**src/rtl/tdm_rx_pkg.sv**
```systemverilog
package tdm_rx_pkg;
  typedef enum logic [1:0] {ST_IDLE, ST_SKIP, ST_DATA} fr_state_e;

  function automatic logic [5:0] wlen_bits(input logic [2:0] code);
    case (code)
      3'd0:    return 6'd8;
      3'd1:    return 6'd12;
      3'd2:    return 6'd16;
      3'd3:    return 6'd20;
      default: return 6'd32;
    endcase
  endfunction
endpackage

```
**src/rtl/tdm_rx_framer.sv**
```systemverilog
module tdm_rx_framer
  import tdm_rx_pkg::*;
#(
  parameter int MAX_W = 32,
  parameter int NCH   = 128,
  localparam int CW   = $clog2(NCH)
) (
  input  logic             clk_i,
  input  logic             rst_ni,
  input  logic             bclk_i,
  input  logic             fsync_i,
  input  logic             sdata_i,
  input  logic [CW-1:0]    nch_i,
  input  logic [2:0]       wlen_i,
  input  logic [1:0]       delay_i,
  output logic             done_o,
  output logic [MAX_W-1:0] word_o,
  output logic [CW-1:0]    chan_o,
  output logic             sub_end_o,
  output logic [CW-1:0]    ch_cnt_o,
  output logic             fs_err_o
);
  fr_state_e        st;
  logic             bclk_q, fs_q;
  logic [1:0]       dcnt;
  logic [5:0]       bitcnt;
  logic [CW-1:0]    ch_cnt;
  logic [MAX_W-1:0] sh;

  logic             fall, fs_rise, data_edge, last_bit;
  logic [5:0]       wbits, bit_idx;
  logic [CW-1:0]    cur_ch;
  logic [MAX_W-1:0] sh_n;

  always_comb begin
    fall      = bclk_q & ~bclk_i;
    fs_rise   = fall & fsync_i & ~fs_q;
    data_edge = fall & (fs_rise ? (delay_i == 2'd0)
                                : ((st == ST_DATA) || (st == ST_SKIP && dcnt == 2'd0)));
    wbits     = wlen_bits(wlen_i);
    bit_idx   = fs_rise ? 6'd0 : bitcnt;
    cur_ch    = fs_rise ? '0 : ch_cnt;
    last_bit  = (bit_idx == wbits - 6'd1);
    sh_n      = (bit_idx == 6'd0) ? {{(MAX_W-1){1'b0}}, sdata_i} : {sh[MAX_W-2:0], sdata_i};
  end

  always_ff @(posedge clk_i or negedge rst_ni) begin
    if (!rst_ni) begin
      st <= ST_IDLE; bclk_q <= 1'b0; fs_q <= 1'b0; dcnt <= '0; bitcnt <= '0;
      ch_cnt <= '0; sh <= '0; done_o <= 1'b0; word_o <= '0; chan_o <= '0;
      sub_end_o <= 1'b0; fs_err_o <= 1'b0;
    end else begin
      bclk_q    <= bclk_i;
      done_o    <= 1'b0;
      sub_end_o <= 1'b0;
      if (fall) fs_q <= fsync_i;
      if (fs_rise) begin
        if (st != ST_IDLE) fs_err_o <= 1'b1;  // frame cut short
        ch_cnt <= '0;
        bitcnt <= '0;
        st     <= (delay_i == 2'd0) ? ST_DATA : ST_SKIP;
        dcnt   <= delay_i - 2'd1;
      end else if (fall && st == ST_SKIP && dcnt != 2'd0) begin
        dcnt <= dcnt - 2'd1;
      end
      if (data_edge) begin
        sh <= sh_n;
        if (last_bit) begin
          done_o    <= 1'b1;
          word_o    <= sh_n;
          chan_o    <= cur_ch;
          sub_end_o <= (cur_ch[3:0] == 4'hf) || (cur_ch == nch_i);
          bitcnt    <= '0;
          if (cur_ch == nch_i) begin
            st <= ST_IDLE;
          end else begin
            ch_cnt <= cur_ch + 1'b1;
            st     <= ST_DATA;
          end
        end else begin
          bitcnt <= bit_idx + 6'd1;
          st     <= ST_DATA;
        end
      end
    end
  end

  assign ch_cnt_o = ch_cnt;

  AST_FSERR_STICKY: assert property (@(posedge clk_i) disable iff (!rst_ni)
    fs_err_o |=> fs_err_o);
  AST_DONE_PULSE: assert property (@(posedge clk_i) disable iff (!rst_ni)
    done_o |=> !done_o);
endmodule

```
**src/rtl/tdm_rx_chsel.sv**
```systemverilog
module tdm_rx_chsel #(
  parameter int NCH     = 128,
  parameter bit HAS_ENH = 1'b1,
  localparam int CW     = $clog2(NCH),
  localparam int PW     = CW - 5
) (
  input  logic           enh_i,
  input  logic [PW-1:0]  blk_a_i,
  input  logic [PW-1:0]  blk_b_i,
  input  logic [NCH-1:0] en_i,
  input  logic [CW-1:0]  chan_i,
  output logic           hit_o
);
  logic std_hit;

  always_comb begin
    if (chan_i[4]) std_hit = (chan_i[CW-1:5] == blk_b_i) && en_i[{1'b1, chan_i[3:0]}];
    else           std_hit = (chan_i[CW-1:5] == blk_a_i) && en_i[{1'b0, chan_i[3:0]}];
  end

  generate
    if (HAS_ENH) begin : g_enh
      assign hit_o = enh_i ? en_i[chan_i] : std_hit;
    end else begin : g_std
      logic unused_enh;
      assign unused_enh = enh_i ^ (|en_i[NCH-1:32]);
      assign hit_o = std_hit;
    end
  endgenerate
endmodule

```
**src/rtl/tdm_rx_out.sv**
```systemverilog
module tdm_rx_out #(
  parameter int MAX_W = 32,
  parameter int CW    = 7
) (
  input  logic             clk_i,
  input  logic             rst_ni,
  input  logic             load_i,
  input  logic [MAX_W-1:0] word_i,
  input  logic [CW-1:0]    chan_i,
  input  logic             ready_i,
  output logic             valid_o,
  output logic [MAX_W-1:0] word_o,
  output logic [CW-1:0]    chan_o,
  output logic             ovr_o
);
  logic busy;
  assign busy = valid_o & ~ready_i;

  always_ff @(posedge clk_i or negedge rst_ni) begin
    if (!rst_ni) begin
      valid_o <= 1'b0; word_o <= '0; chan_o <= '0; ovr_o <= 1'b0;
    end else if (load_i && busy) begin
      ovr_o <= 1'b1;  // drop newcomer
    end else if (load_i) begin
      valid_o <= 1'b1; word_o <= word_i; chan_o <= chan_i;
    end else if (ready_i) begin
      valid_o <= 1'b0;
    end
  end

  AST_VALID_HOLD: assert property (@(posedge clk_i) disable iff (!rst_ni)
    (valid_o && !ready_i) |=> (valid_o && $stable(word_o) && $stable(chan_o)));
  AST_LOAD_VALID: assert property (@(posedge clk_i) disable iff (!rst_ni)
    load_i |=> valid_o);
  AST_OVR_STICKY: assert property (@(posedge clk_i) disable iff (!rst_ni)
    ovr_o |=> ovr_o);
endmodule

```
**src/rtl/tdm_slot_rx.sv**
```systemverilog
module tdm_slot_rx #(
  parameter int MAX_W   = 32,
  parameter int NCH     = 128,
  parameter bit HAS_ENH = 1'b1,
  localparam int CW     = $clog2(NCH),
  localparam int PW     = CW - 5
) (
  input  logic             clk_i,
  input  logic             rst_ni,
  input  logic             bclk_i,
  input  logic             fsync_i,
  input  logic             sdata_i,
  input  logic             enh_mode_i,
  input  logic [2:0]       wlen_i,
  input  logic [CW-1:0]    nch_i,
  input  logic [1:0]       delay_i,
  input  logic [PW-1:0]    blk_a_i,
  input  logic [PW-1:0]    blk_b_i,
  input  logic [NCH-1:0]   chan_en_i,
  input  logic             eos_en_i,
  input  logic             ready_i,
  output logic             valid_o,
  output logic [MAX_W-1:0] word_o,
  output logic [CW-1:0]    chan_o,
  output logic [CW-5:0]    cur_blk_o,
  output logic             eos_o,
  output logic             fs_err_o,
  output logic             ovr_o
);
  logic             done, sub_end, hit;
  logic [MAX_W-1:0] fr_word;
  logic [CW-1:0]    fr_chan, ch_cnt;

  tdm_rx_framer #(.MAX_W(MAX_W), .NCH(NCH)) u_framer (
    .clk_i, .rst_ni, .bclk_i, .fsync_i, .sdata_i,
    .nch_i, .wlen_i, .delay_i,
    .done_o(done), .word_o(fr_word), .chan_o(fr_chan),
    .sub_end_o(sub_end), .ch_cnt_o(ch_cnt), .fs_err_o
  );

  tdm_rx_chsel #(.NCH(NCH), .HAS_ENH(HAS_ENH)) u_chsel (
    .enh_i(enh_mode_i), .blk_a_i, .blk_b_i, .en_i(chan_en_i),
    .chan_i(fr_chan), .hit_o(hit)
  );

  tdm_rx_out #(.MAX_W(MAX_W), .CW(CW)) u_out (
    .clk_i, .rst_ni, .load_i(done & hit), .word_i(fr_word), .chan_i(fr_chan),
    .ready_i, .valid_o, .word_o, .chan_o, .ovr_o
  );

  assign cur_blk_o = ch_cnt[CW-1:4];
  assign eos_o     = done & sub_end & eos_en_i;

  AST_EOS_PULSE: assert property (@(posedge clk_i) disable iff (!rst_ni)
    eos_o |=> !eos_o);
  AST_EOS_GATED: assert property (@(posedge clk_i) disable iff (!rst_ni)
    !eos_en_i |-> !eos_o);
endmodule

```
**config.mk**
```make
export PLATFORM = sky130hd
export DESIGN_NAME = tdm_slot_rx
export DESIGN_NICKNAME = d
export VERILOG_FILES = /design/src/rtl/tdm_rx_pkg.sv /design/src/rtl/tdm_rx_framer.sv /design/src/rtl/tdm_rx_chsel.sv /design/src/rtl/tdm_rx_out.sv /design/src/rtl/tdm_slot_rx.sv
export SDC_FILE = /design/constraint.sdc
export NUM_CORES = 1
export LEC_CHECK = 0
export BUFFER_PORTS_ARGS = -buffer_cell sky130_fd_sc_hd__buf_4
export CAP_MARGIN = 10
export CELL_PAD_IN_SITES_DETAIL_PLACEMENT = 1
export CELL_PAD_IN_SITES_GLOBAL_PLACEMENT = 2
export CORE_MARGIN = 4
export CORE_UTILIZATION = 29
export DETAILED_ROUTE_END_ITERATION = 16
export PLACE_DENSITY_LB_ADDON = 0.1
export SLEW_MARGIN = 10
export SYNTH_ARGS = -nofsm -noshare
export SYNTH_HDL_FRONTEND = slang
export SYNTH_SLANG_ARGS = --single-unit
```
**constraint.sdc**
```tcl
create_clock -name clk_i -period 2.8 [get_ports clk_i]
set_input_delay 0.7 -clock clk_i [delete_from_list [all_inputs] [get_ports clk_i]]
set_output_delay 0.7 -clock clk_i [all_outputs]
set_load 0.02 [all_outputs]
```
# Word level (Yosys, flattened, before mapping)
# Cells that the tools add are included.
totals:
  regBits: 133
  latchBits: 0
  ramBits: 0
  rom_bits: 0
  in_bits: 152
  out_inout_bits: 46
  word_cells: 98
  memories: 0
classes:
  addsub: 5
  multipliers: 0
  n_div: 0
  n_lt_le_gt_ge: 3
  eq_ne: 10
  shift: 0
  mux: 31
  bitwise_logic: 12
  n_reduce_logical: 21
ops:
  columns: ["cell", "count"]
  rows:
  - ["$mux W32", 1]
  - ["$mux W7", 4]
  - ["$pmux W6 S4", 1]
  - ["$mux W6", 3]
  - ["$mux W2", 7]
  - ["$mux W1", 12]
  - ["$reduce_bool A2 Y1", 5]
  - ["$and A1 B1 Y1", 8]
  - ["$bmux W1 S4", 2]
  - ["$lt A4 B8 Y1 const B", 1]
  - ["$lt A5 B8 Y1 const B", 1]
  - ["$lt A7 B8 Y1 const B", 1]
  - ["$reduce_and A2 Y1", 4]
  - ["$add A7 B1 Y7 const B", 1]
  - ["$bmux W1 S7", 1]
  - ["$eq A7 B7 Y1", 1]
  - ["$add A6 B1 Y6 const B", 1]
  - ["$eq A3 B2 Y1 const B", 2]
  - ["$eq A6 B6 Y1", 1]
  - ["$logic_and A1 B1 Y1", 6]
  - ["$logic_not A6 Y1", 1]
  - ["$sub A6 B1 Y6 const B", 1]
  - ["$eq A2 B2 Y1", 2]
  - ["$eq A4 B4 Y1 const B", 1]
  - ["8 further kinds", 14]

# Logic depth before layout (Yosys ltp)
# Gate-level depths: netlist of run 1.
logic_depth:
  depth_word: 9
  depth_mapped: 14
  depth_no_buf: 9

# Hierarchy
# A second synthesis of run 1 with hierarchy kept.
hier_totals:
  cells_unflattened: 602
  area_unflattened_um2: 7176.9
modules_own_cells:
  columns: ["mod", "n_inst", "cells_per_inst", "area_per_inst_um2", "seq_area_each_um2"]
  rows:
  - ["tdm_rx_framer", 1, 410, 4282.9, 2302.2]
  - ["tdm_rx_out", 1, 89, 1570.3, 1026.0]
  - ["tdm_rx_chsel", 1, 101, 1311.3, 0.0]
  - ["tdm_slot_rx", 1, 2, 12.5, 0.0]

# Worst setup path after synthesis of run 1
# No wires, ideal clock.
synth_path:
  path_type: "input to register"
  from: "input bclk_i"
  to: "register u_framer.chan_o[6]"
  setup_time_ns: 0.133
  arrival_time_ns: 2.955
  required_time_ns: 2.667
  slack_ns: -0.288
  cell_stages: 14
  n_path_buf: 6
  cell_sequence: "nand4bb_1 clkbuf_1 clkbuf_1 clkbuf_1 nand2_1 inv_1 ha_1 nand4b_1 or2_2 clkbuf_1 buf_2 buf_2 nand2_1 o21ai_0"
synth_via:
  elab_chain_len: 7
  elab_cells_between_ends: 10
synth_lines:
  columns: ["item", "line_no", "rtl"]
  rows:
  - ["from (decl)", "tdm_slot_rx.sv:10", "input logic bclk_i,"]
  - ["$not A1 Y1 (*)", "tdm_rx_framer.sv:36", "fall = bclk_q & ~bclk_i;"]
  - ["$and A1 B1 Y1 (*)", "tdm_rx_framer.sv:36", null]
  - ["$and A1 B1 Y1 (2 in series)", "tdm_rx_framer.sv:37", "fs_rise = fall & fsync_i & ~fs_q;"]
  - ["$mux W6 / $mux W1 (equally long branches)", "tdm_rx_framer.sv:41, tdm_rx_framer.sv:38", null]
  - ["$eq A6 B6 Y1 / $and A1 B1 Y1 (equally long branches)", "tdm_rx_framer.sv:43, tdm_rx_framer.sv:38", null]
  - ["$reduce_and A2 Y1 (no source line)", null, null]
  - ["to (signal assigned)", "tdm_rx_framer.sv:71", "chan_o <= cur_ch;"]
  - ["to (decl)", "tdm_rx_framer.sv:18", "output logic [CW-1:0] chan_o,"]
# Every way passes the cells marked *; elsewhere a longest branch is shown, timed or not.
# A chain may end at the register's enable or synchronous reset.

# Worst setup path in the final report of run 1
layout_path:
  from: "register u_framer.chan_o[0]"
  to: "register u_out.word_o[27]"
layout_via:
  elab_chain_len: 9
  elab_cells_between_ends: 14
layout_lines:
  columns: ["item", "line_no", "rtl"]
  rows:
  - ["parallel branches: the longest is 4 deep, another holds $bmux W1 S7", null, null]
  - ["$mux W1 (*)", "tdm_rx_chsel.sv:23", "assign hit_o = enh_i ? en_i[chan_i] : std_hit;"]
  - ["$and A1 B1 Y1 (*)", "tdm_slot_rx.sv:47", ".clk_i, .rst_ni, .load_i(done & hit), .word_i(fr_word), .chan_i(fr_chan),"]
  - ["$logic_and A1 B1 Y1", "tdm_rx_out.sv:22", "end else if (load_i && busy) begin"]
  - ["$not A1 Y1 (no source line)", null, null]
  - ["$reduce_and A2 Y1 (no source line) (*)", null, null]
  - ["to (signal assigned)", "tdm_rx_out.sv:21", "valid_o <= 1'b0; word_o <= '0; chan_o <= '0; ovr_o <= 1'b0;"]
  - ["to (signal assigned)", "tdm_rx_out.sv:25", "valid_o <= 1'b1; word_o <= word_i; chan_o <= chan_i;"]
  - ["to (decl)", "tdm_rx_out.sv:12", "output logic [MAX_W-1:0] word_o,"]
# Every way passes the cells marked *. The select of a mux whose other input is x is not followed.

==> flow_metrics.env, run 1 <==
export IMPL_criticalPathCategory="reg2reg"
export IMPL_row_count=55
export IMPL_synth_adder_area_share=0.00740
export IMPL_path_clk_slew_ns=0.06
export IMPL_synth_area_um2=6760
export IMPL_ff2ff_setup_slack_ns=-0.06
export IMPL_synth_edf_count=0
export IMPL_ys_ff_latch=133
export IMPL_fin_cells=1171
export IMPL_timing_rr_end="u_out.word_o[27]$_DFFE_PN0P_"
export IMPL_cts_sinks=133
export IMPL_synth_avg_cell_area_um2=10.9
export IMPL_die_w_um=161
export IMPL_rsz0062_at_grt="true"
export IMPL_wl_per_cell_um=18.3
export IMPL_drive_above_1_share=0.430
export IMPL_violations="negative setup slack"
export IMPL_synth_area_leaders="dfrtp_1 49%, nand2_1 7.0%, mux4_2 6.3%, mux2_2 6.2%, o21ai_0 5.6%"
export IMPL_post_place_ws_ns=-0.397
export IMPL_synth_top_family_by_area="multiplexers"
export IMPL_post_dp_cell_area_um2=8890
export IMPL_endpoint_kind="register"
export IMPL_ant_nets=0
export IMPL_finalInstanceArea_um2=9830
export IMPL_synthToLayoutAreaGrowth_pct=45.4
export IMPL_grt_use_total=0.164
export IMPL_cpPeakStageDelay_ns=0.49
export IMPL_dp_hpwl_um=16300
export IMPL_cp_buffers_inverters=3
export IMPL_drt_pre_antenna_iters=4
export IMPL_drv_cap=0
export IMPL_core_um2=22800
export IMPL_initial_utilization=0.297
export IMPL_clk_latency_ns=0.41
export IMPL_setup_ws_ns=-0.0604
export IMPL_vias=5628
export IMPL_ir_drop_uv=412
export IMPL_synth_cell_types=54
export IMPL_status="complete, but fails checks"
export IMPL_yosysWarnings=0
export IMPL_p_clk_frac=0.460
export IMPL_postSynthCellCount=620
export IMPL_clock_fmax_mhz=350
export IMPL_seq_area_um2=3330
export IMPL_synth_async_reset_ratio=1.00
export IMPL_synth_compound_area_frac=0.0938
export IMPL_dieArea_um2=25800
export IMPL_layout_common_cells="233 x buf_4, 131 x dfrtp_1, 126 x nand2_1"
export IMPL_pwr_share_seq=0.400
export IMPL_critPathMaxFanout=8
export IMPL_worstRegToRegCells=10
export IMPL_root_buffer="clkbuf_16"
export IMPL_synth_xor_area_frac=0.0246
export IMPL_total_power_mw=5.12
export IMPL_clockBufferDepth=2
export IMPL_multi_input_area_um2=3340
export IMPL_cts_buffers=17
export IMPL_path_cells="buf_6, mux4_2, mux2i_1, mux2i_2, a211o_1, or4_4, nand4_4, buf_12, clkbuf_16, mux2_4"
export IMPL_synth_nets=776
export IMPL_drt_total_wl_um=21400
export IMPL_p_per_area_nw_per_um2=521
export IMPL_setup_viol=39
export IMPL_grt_max_degree=68
export IMPL_ys_seq_area_frac=0.492
export IMPL_hold_violations=0
export IMPL_first_global_vias=6232
export IMPL_fin_crit_sh=1.02
export IMPL_synth_top_cell_area_share=0.492
export IMPL_muxShareOfSynthArea=0.202
export IMPL_io_pins=198
export IMPL_cts_tree="built"
export IMPL_fin_skew_ns=0.00756
export IMPL_antenna_found_initial=0
export IMPL_port_buffers=197
export IMPL_holdCritPathClass="in2async"
export IMPL_p_comb_frac=0.140
export IMPL_final_net_count=1001
export IMPL_antennaDiodeCount=0
export IMPL_fin_hold_ws_ns=0.154
export IMPL_worst_pin_slew_ns=0.592
export IMPL_p_leak_nw=4.61
export IMPL_vias_per_cell=4.81
export IMPL_period_needed_ns=2.86
export IMPL_cp_start_kind="register"
export IMPL_cts_htree_levels=4
export IMPL_drcViolationCount=0
export IMPL_gr_total_overflow=0
export IMPL_die_h_um=161
export IMPL_yosysTopAreaCell="dfrtp_1"
export IMPL_place_congestion=0.832
export IMPL_finalMaxSlewViolations=0
export IMPL_layout_commonest_cell="buf_4"
export IMPL_final_util=0.432
export IMPL_grt_pass1_wl_um=34400
export IMPL_arrival_ns=3.16
export IMPL_switching_share=0.260
export IMPL_r2r_start="u_framer.chan_o[0]$_DFFE_PN0P_"
export IMPL_relSlewSlack=0.605
export IMPL_cp_required_ns=3.10
export IMPL_fin_tns_setup_ns=-1.50
export IMPL_critical_path_top_delay_family="multiplexers"
export IMPL_dp_cells=1131
export IMPL_final_fill_count=2457
export IMPL_synth_simple_gate_area_share=0.138
export IMPL_synth_ff_type="dfrtp_1"
export IMPL_cp_slowest_cell="mux4_2"
export IMPL_netSwitchingPower_mw=1.33
export IMPL_drt_first_iter_violations=220
export IMPL_holdBufCountCts=0
export IMPL_p_int_mw=3.78
worst reg2reg max path, delay by kind of cell, from the launching register on:
family	cells	cell delay (ns)
buffers and inverters	3	0.41
and+or+nand+nor	2	0.58
muxes	4	1.11
AOI/OAI and AO/OA	1	0.27
DFF	1	0.37
synthesized netlist by cell type (8+ instances only):
cell      number
mux4_2        19
clkbuf_1      28
mux2_2        37
nor2_1        15
o21ai_0       75
mux2i_1       32
xnor2_1        9
buf_4          9
xor2_1        10
mux2_4        10
nand2b_1       8
nand2_1      126
inv_1          9
dfrtp_1      133
metal layers:
metal / routed length (um) / vias to the layer above / GRT usage
met5: 0 / - / 0
met4: 269 / 0 / 0.0337
met3: 1220 / 20 / 0.0446
met2: 10400 / 159 / 0.283
met1: 9490 / 2798 / 0.208
li1: - / 2651 / -
area by class of cell:
class | count | area share
Multi-Input combinational cell | 432 | 0.339
Clock buffer | 18 | 0.0447
Tap cell | 313 | 0.0398
Sequential cell | 133 | 0.339
Clock inverter | 14 | 0.0193
Inverter | 9 | 0.00344
Timing Repair Buffer | 252 | 0.214
cell families (layout without fill, tap and decap cells):
logic type | Yosys count | after routing
and+or+nand+nor | 199 | 199
DFF | 133 | 133
xor gates and xnor gates | 19 | 19
buffers and inverters | 55 | 293
muxes | 100 | 100
adders and majority gates | 4 | 4
AOI/OAI and AO/OA | 110 | 110
state kept, by name, indices dropped and copies added, names as in the netlist, 2 cells and up:
signal and cells:
u_framer.bitcnt 6, u_out.word_o 32, u_framer.dcnt 2, u_out.chan_o 7, u_framer.st 2, u_framer.ch_cnt_o 7
u_framer.sh 31, u_framer.chan_o 7, u_framer.word_o 32
power by group through the flow:
| stage | logic [mW] | clock network, mW | registers, mW |
|---|---|---|---|
| floorplan | 0.322 | 0 | 2.07 |
| global placement | 0.697 | 0 | 2.08 |
| detailed placement | 0.723 | 0 | 2.08 |
| CTS | 0.730 | 2.41 | 2.04 |
| global route | 0.801 | 2.50 | 2.06 |
| finish | 0.718 | 2.35 | 2.04 |
how the worst max path moves through the flow:
stage	to	startpoint	slack (ns)	cells past startpoint
floorplan	u_out.chan_o[0]$_DFFE_PN0P_	chan_en_i[15]	-0.12	9
global placement	u_out.word_o[18]$_DFFE_PN0P_	chan_en_i[15]	-0.37	9
detailed placement	u_out.word_o[20]$_DFFE_PN0P_	chan_en_i[5]	-0.40	9
CTS	u_out.word_o[11]$_DFFE_PN0P_	u_framer.chan_o[0]$_DFFE_PN0P_	-0.11	10
global route	u_out.chan_o[6]$_DFFE_PN0P_	u_framer.chan_o[0]$_DFFE_PN0P_	-0.19	10
finish	u_out.word_o[27]$_DFFE_PN0P_	u_framer.chan_o[0]$_DFFE_PN0P_	-0.06	10
timing repair:
action                     4_1_cts  5_1_grt
gates cloned                     1        2
resized for setup               38        9
setup endpoints to repair       39       40
buffers inserted                 4        2
pin swaps                        2        0
Power figures use the tool's default switching activity.
==> run 2: changes to the inputs <==
CORE_UTILIZATION = 30   (was 29)
CTS_BUF_LIST = sky130_fd_sc_hd__clkbuf_4   (was unset)
==> run 2 against run 1 <==
Compared with the run above: the flow still finishes with violations (negative setup slack); via count shrank 1.1%; total power fell by 14%; maximum frequency is 3.5% lower; sequential power is essentially flat; combinational power rose by 3.3%; cell area shrank 3.9%; flip-flop and latch count is the same; non-clock buffer count stayed put; critical endpoint is now u_out.chan_o[2]$_DFFE_PN0P_; highest routed layer unchanged.
==> flow_metrics.env, run 2 (synthesis results as in run 1) <==
export IMPL_status="complete, but fails checks"
export IMPL_violations="negative setup slack"
export IMPL_grt_max_degree=72
export IMPL_cts_buffers=17
export IMPL_critPathMaxFanout=6
export IMPL_worst_pin_slew_ns=0.597
export IMPL_clock_fmax_mhz=338
export IMPL_grt_busiest_layer="met2"
export IMPL_cp_buffers_inverters=3
export IMPL_row_count=54
export IMPL_drt_total_wl_um=21000
export IMPL_rsz0062_at_grt="true"
export IMPL_core_um2=22000
export IMPL_layout_common_cells="235 x buf_4, 132 x dfrtp_1, 126 x nand2_1"
export IMPL_first_global_vias=6122
export IMPL_initial_utilization=0.307
export IMPL_cpMostUsedCell="buf_12"
export IMPL_root_buffer="clkbuf_4"
export IMPL_vias_per_cell=4.89
export IMPL_clk_latency_ns=0.54
export IMPL_post_place_ws_ns=-0.444
export IMPL_holdCritPathClass="in2reg"
export IMPL_fin_cells=1139
export IMPL_cp_start_kind="register"
export IMPL_hold_violations=0
export IMPL_reg_largest_list="u_framer.word_o x32, u_out.word_o x32, u_framer.sh x31"
export IMPL_fin_crit_sh=1.06
export IMPL_cts_sinks=133
export IMPL_drcViolationCount=0
export IMPL_p_leak_nw=4.41
export IMPL_critical_path_top_delay_family="multiplexers"
export IMPL_port_buffers=197
export IMPL_die_h_um=158
export IMPL_grt_pass1_wl_um=32400
export IMPL_die_w_um=158
export IMPL_final_net_count=1001
export IMPL_cts_htree_levels=4
export IMPL_relSlewSlack=0.602
export IMPL_met1_usage=0.195
export IMPL_path_clk_slew_ns=0.11
export IMPL_p_per_area_nw_per_um2=466
export IMPL_setup_viol=39
export IMPL_clockBufferDepth=2
export IMPL_cp_slowest_cell="or4_4"
export IMPL_drt_first_iter_violations=183
export IMPL_place_congestion=0.755
export IMPL_gr_total_overflow=0
export IMPL_grt_use_total=0.164
export IMPL_ant_nets=0
export IMPL_path_cells="buf_12, mux4_2, mux2i_1, mux2i_2, a211o_1, or4_4, nand4_4, buf_12, clkbuf_16, mux2_4"
export IMPL_arrival_ns=3.39
export IMPL_drv_cap=0
export IMPL_synthToLayoutAreaGrowth_pct=39.7
export IMPL_io_pins=198
export IMPL_dp_cells=1099
export IMPL_criticalPathCategory="reg2reg"
export IMPL_cpPeakStageDelay_ns=0.50
export IMPL_drive_above_1_share=0.435
export IMPL_drt_pre_antenna_iters=4
export IMPL_cts_tree="built"
export IMPL_finalMaxSlewViolations=0
export IMPL_layout_commonest_cell="buf_4"
export IMPL_vias=5568
export IMPL_grt_util_met2=0.300
export IMPL_wl_per_cell_um=18.5
export IMPL_setup_ws_ns=-0.163
export IMPL_fin_skew_ns=0.0143
export IMPL_antenna_found_initial=1
export IMPL_use_met3=0.0331
export IMPL_ir_drop_uv=251
export IMPL_dp_hpwl_um=16000
export IMPL_cp_required_ns=3.23
export IMPL_endpoint_kind="register"
export IMPL_period_needed_ns=2.96
export IMPL_dieArea_um2=25000
run 2: changes by cell type in the layout (fill, tap and decap cells not counted), moves of 4 or more:
cell | previous run | this run
clkbuf_4 | 0 | 21
mux2_2 | 8 | 27
mux2_4 | 39 | 20
clkinv_4 | 4 | 0
clkbuf_16 | 19 | 1
inv_6 | 4 | 0
run 2: per-stage QoR:
stage / hold slack, ns / setup TNS [ns] / util / total power [mW] / area, um^2
global placement: 0.457 / -14.76 / 0.402 / 2.80 / 8860
detailed placement: 0.470 / -17.87 / 0.402 / 2.83 / 8860
global route: 0.230 / -9.51 / 0.429 / 4.63 / 9440
CTS: 0.231 / -6.89 / 0.421 / 4.47 / 9270
finish: 0.299 / -5.17 / 0.429 / 4.40 / 9440
floorplan: 0.404 / -2.03 / - / 2.39 / 6770
run 2: final cells by class:
cell class	instances	area [um^2]
inverter	9	33.8
sequential	133	3330
clock buffer	21	158
tap	280	350
multi-input combinational	432	3300
clock inverter	11	205
antenna	1	2.50
fill	2462	12600
timing repair buffer	252	2070
run 2: final timing paths:
kind / startpoint / to / slack (ns) / cells after the start
worst max register to register: u_framer.chan_o[0]$_DFFE_PN0P_ / u_out.chan_o[2]$_DFFE_PN0P_ / -0.16 / 10
worst min-delay path: bclk_i / u_framer.bclk_q$_DFF_PN0_ / 0.30 / 1
max in group asynchronous: rst_ni / u_framer.word_o[19]$_DFFE_PN0P_ / 1.42 / 3
min in group asynchronous: rst_ni / u_out.chan_o[4]$_DFFE_PN0P_ / 0.59 / 2
worst min register to register: u_framer.word_o[6]$_DFFE_PN0P_ / u_framer.word_o[6]$_DFFE_PN0P_ / 0.49 / 2
worst max-delay path: u_framer.chan_o[0]$_DFFE_PN0P_ / u_out.chan_o[2]$_DFFE_PN0P_ / -0.16 / 10
run 2: report_power, final:
part / switching, mW / internal, mW
combinational: 0.392 / 0.350
sequential: 0.0532 / 1.99
clock: 0.691 / 0.920
total: 1.14 / 3.26
run 2: timing repair:
action	in CTS	in global routing
gates resized for setup	9	24
pin swaps	0	4
hold buffers	1	0
setup endpoints to repair	39	40
setup buffers	0	5
gates cloned	0	2
hold endpoints to repair	25	0
run 2: routing by layer:
metal | wire length (um) | part of all wire | vias to the layer above
li1 | - | - | 2642
met1 | 8620 | 0.41 | 2754
met2 | 10900 | 0.52 | 151
met3 | 1220 | 0.058 | 21
met4 | 281 | 0.013 | 0
met5 | 0 | 0 | -
==> run 3: changes to the inputs <==
PLACE_DENSITY = 0.85   (was unset)
PLACE_DENSITY_LB_ADDON = unset   (was 0.1)
==> run 3 against run 2 <==
Compared with the run above: the run still ends with negative setup slack left; highest routed layer unchanged; register-to-register slack about the same; largest power group unchanged; worst setup slack lost 0.0096 ns; sequential power is essentially flat; critical endpoint is now u_out.word_o[8]$_DFFE_PN0P_; wire length decreased by 4.7%; maximum frequency is 0.32% lower; largest cell class unchanged; combinational power fell by 3.2%; non-clock buffer count fell by 4.
==> flow_metrics.env, run 3 (synthesis results as in run 1) <==
export IMPL_status="complete, but fails checks"
export IMPL_violations="negative setup slack"
export IMPL_p_per_area_nw_per_um2=446
export IMPL_fin_crit_sh=1.06
export IMPL_drt_first_iter_violations=160
export IMPL_final_net_count=997
export IMPL_grt_use_total=0.158
export IMPL_cp_buffers_inverters=1
export IMPL_die_w_um=158
export IMPL_path_cells="mux4_2, mux2i_1, mux2i_1, a211o_1, or4_4, nand4_4, buf_12, mux2_2"
export IMPL_wl_per_cell_um=17.7
export IMPL_cp_required_ns=3.20
export IMPL_period_needed_ns=2.97
export IMPL_place_congestion=0.809
export IMPL_hold_violations=0
export IMPL_vias=5520
export IMPL_critical_path_top_delay_family="multiplexers"
export IMPL_synthToLayoutAreaGrowth_pct=37.3
export IMPL_arrival_ns=3.37
export IMPL_antenna_found_initial=1
export IMPL_post_place_ws_ns=-0.391
export IMPL_worst_pin_slew_ns=0.597
export IMPL_use_met3=0.0342
export IMPL_drv_cap=0
export IMPL_initial_utilization=0.307
export IMPL_layout_commonest_cell="buf_4"
export IMPL_reg_largest_list="u_framer.word_o x32, u_out.word_o x32, u_framer.sh x31"
export IMPL_io_pins=198
export IMPL_clk_latency_ns=0.52
export IMPL_crit_start="u_framer.chan_o[0]$_DFFE_PN0P_"
export IMPL_fin_tns_setup_ns=-4.91
export IMPL_gr_total_overflow=0
export IMPL_cts_buffers=17
export IMPL_r2r_start="u_framer.chan_o[0]$_DFFE_PN0P_"
export IMPL_finalMaxSlewViolations=0
export IMPL_grt_max_degree=67
export IMPL_dp_cells=1097
export IMPL_grt_pass1_wl_um=31200
export IMPL_ant_nets=0
export IMPL_clockBufferDepth=2
export IMPL_crit_cells=8
export IMPL_p_leak_nw=4.36
export IMPL_die_h_um=158
export IMPL_endpoint_kind="register"
export IMPL_worstRegToRegCells=8
export IMPL_rsz0062_at_grt="true"
export IMPL_cts_tree="built"
export IMPL_cp_start_kind="register"
export IMPL_final_util=0.422
export IMPL_cpMostUsedCell="mux2i_1"
export IMPL_path_clk_slew_ns=0.12
export IMPL_fin_skew_ns=0.0157
export IMPL_endpoint="u_out.word_o[8]$_DFFE_PN0P_"
export IMPL_dp_hpwl_um=15500
export IMPL_grt_util_met2=0.289
export IMPL_grt_busiest_layer="met2"
export IMPL_setup_viol=39
export IMPL_row_count=54
export IMPL_clock_fmax_mhz=336
export IMPL_ff2ff_setup_slack_ns=-0.17
export IMPL_critPathMaxFanout=14
export IMPL_met1_usage=0.186
export IMPL_core_um2=22000
export IMPL_drive_above_1_share=0.418
export IMPL_timing_rr_end="u_out.word_o[8]$_DFFE_PN0P_"
export IMPL_holdCritPathClass="in2async"
export IMPL_first_global_vias=5985
export IMPL_setup_ws_ns=-0.172
export IMPL_dieArea_um2=25000
export IMPL_final_fill_count=2466
export IMPL_cts_sinks=133
export IMPL_relSlewSlack=0.602
export IMPL_port_buffers=197
export IMPL_drt_pre_antenna_iters=4
export IMPL_vias_per_cell=4.87
export IMPL_cts_htree_levels=4
export IMPL_layout_common_cells="235 x buf_4, 131 x dfrtp_1, 126 x nand2_1"
export IMPL_cp_slowest_cell="dfrtp_2"
export IMPL_drcViolationCount=0
export IMPL_cpPeakStageDelay_ns=0.53
export IMPL_ir_drop_uv=324
export IMPL_root_buffer="clkbuf_4"
export IMPL_criticalPathCategory="reg2reg"
export IMPL_fin_cells=1133
export IMPL_drt_total_wl_um=20100
-- run 3: changes by cell type in the layout (fill, tap and decap cells not counted), moves of 2 or more --
cell       delta
o2111ai_2     -2
mux2i_1       +3
nor2b_1       +2
o2111ai_1     +2
mux2_2        -9
mux2_4        +9
mux2i_2       -3
bufinv_16     -2
clkbuf_4      -2
-- run 3: worst min-delay path by stage --
stage                                     start                           end  slack (ns)  cells past startpoint
floorplan                                rst_ni     u_framer.bclk_q$_DFF_PN0_        0.40                      0
global placement    u_framer.sh[15]$_DFFE_PN0P_   u_framer.sh[15]$_DFFE_PN0P_        0.46                      2
detailed placement  u_framer.sh[11]$_DFFE_PN0P_   u_framer.sh[11]$_DFFE_PN0P_        0.47                      2
CTS                                      rst_ni  u_out.word_o[22]$_DFFE_PN0P_        0.04                      1
global route                             rst_ni  u_out.word_o[17]$_DFFE_PN0P_        0.05                      1
finish                                   rst_ni  u_out.word_o[20]$_DFFE_PN0P_        0.09                      1
-- run 3: through the flow --
step	hold WS [ns]	total power [mW]	cell area (um^2)
after floorplan	0.404	2.39	6770
after global placement	0.461	2.79	8860
after detailed placement	0.471	2.81	8860
after CTS	0.0377	4.24	9220
after global routing	0.0473	4.40	9290
final	0.0909	4.14	9290
-- run 3: routing by layer --
metal | up-vias | wire (um)
met5 | - | 0
met1 | 2705 | 8280
met3 | 15 | 1260
met4 | 0 | 211
li1 | 2645 | -
met2 | 155 | 10300
-- run 3: where the power goes --
part,total [mW],switching [mW],internal (mW)
Clock,1.38,0.670,0.712
Sequential,2.04,0.0541,1.99
Combinational,0.718,0.371,0.347
Total,4.14,1.09,3.05
-- run 3: layout make-up --
class / instances / area, um^2 / share of cell area
Antenna cell: 1 / 2.50 / 0.000269
Clock buffer: 19 / 143 / 0.0154
Clock inverter: 11 / 159 / 0.0171
Inverter: 9 / 33.8 / 0.00364
Multi-Input combinational cell: 432 / 3260 / 0.351
Sequential cell: 133 / 3330 / 0.359
Tap cell: 280 / 350 / 0.0377
Timing Repair Buffer: 248 / 2010 / 0.216
-- run 3: timing repair --
| item | CTS | global route |
|---|---|---|
| cloned | 0 | 0 |
| buffers inserted | 3 | 2 |
| pin swaps | 1 | 0 |
| hold buffers | 0 | 0 |
| resized for setup | 12 | 12 |
| setup endpoints to repair | 39 | 39 |
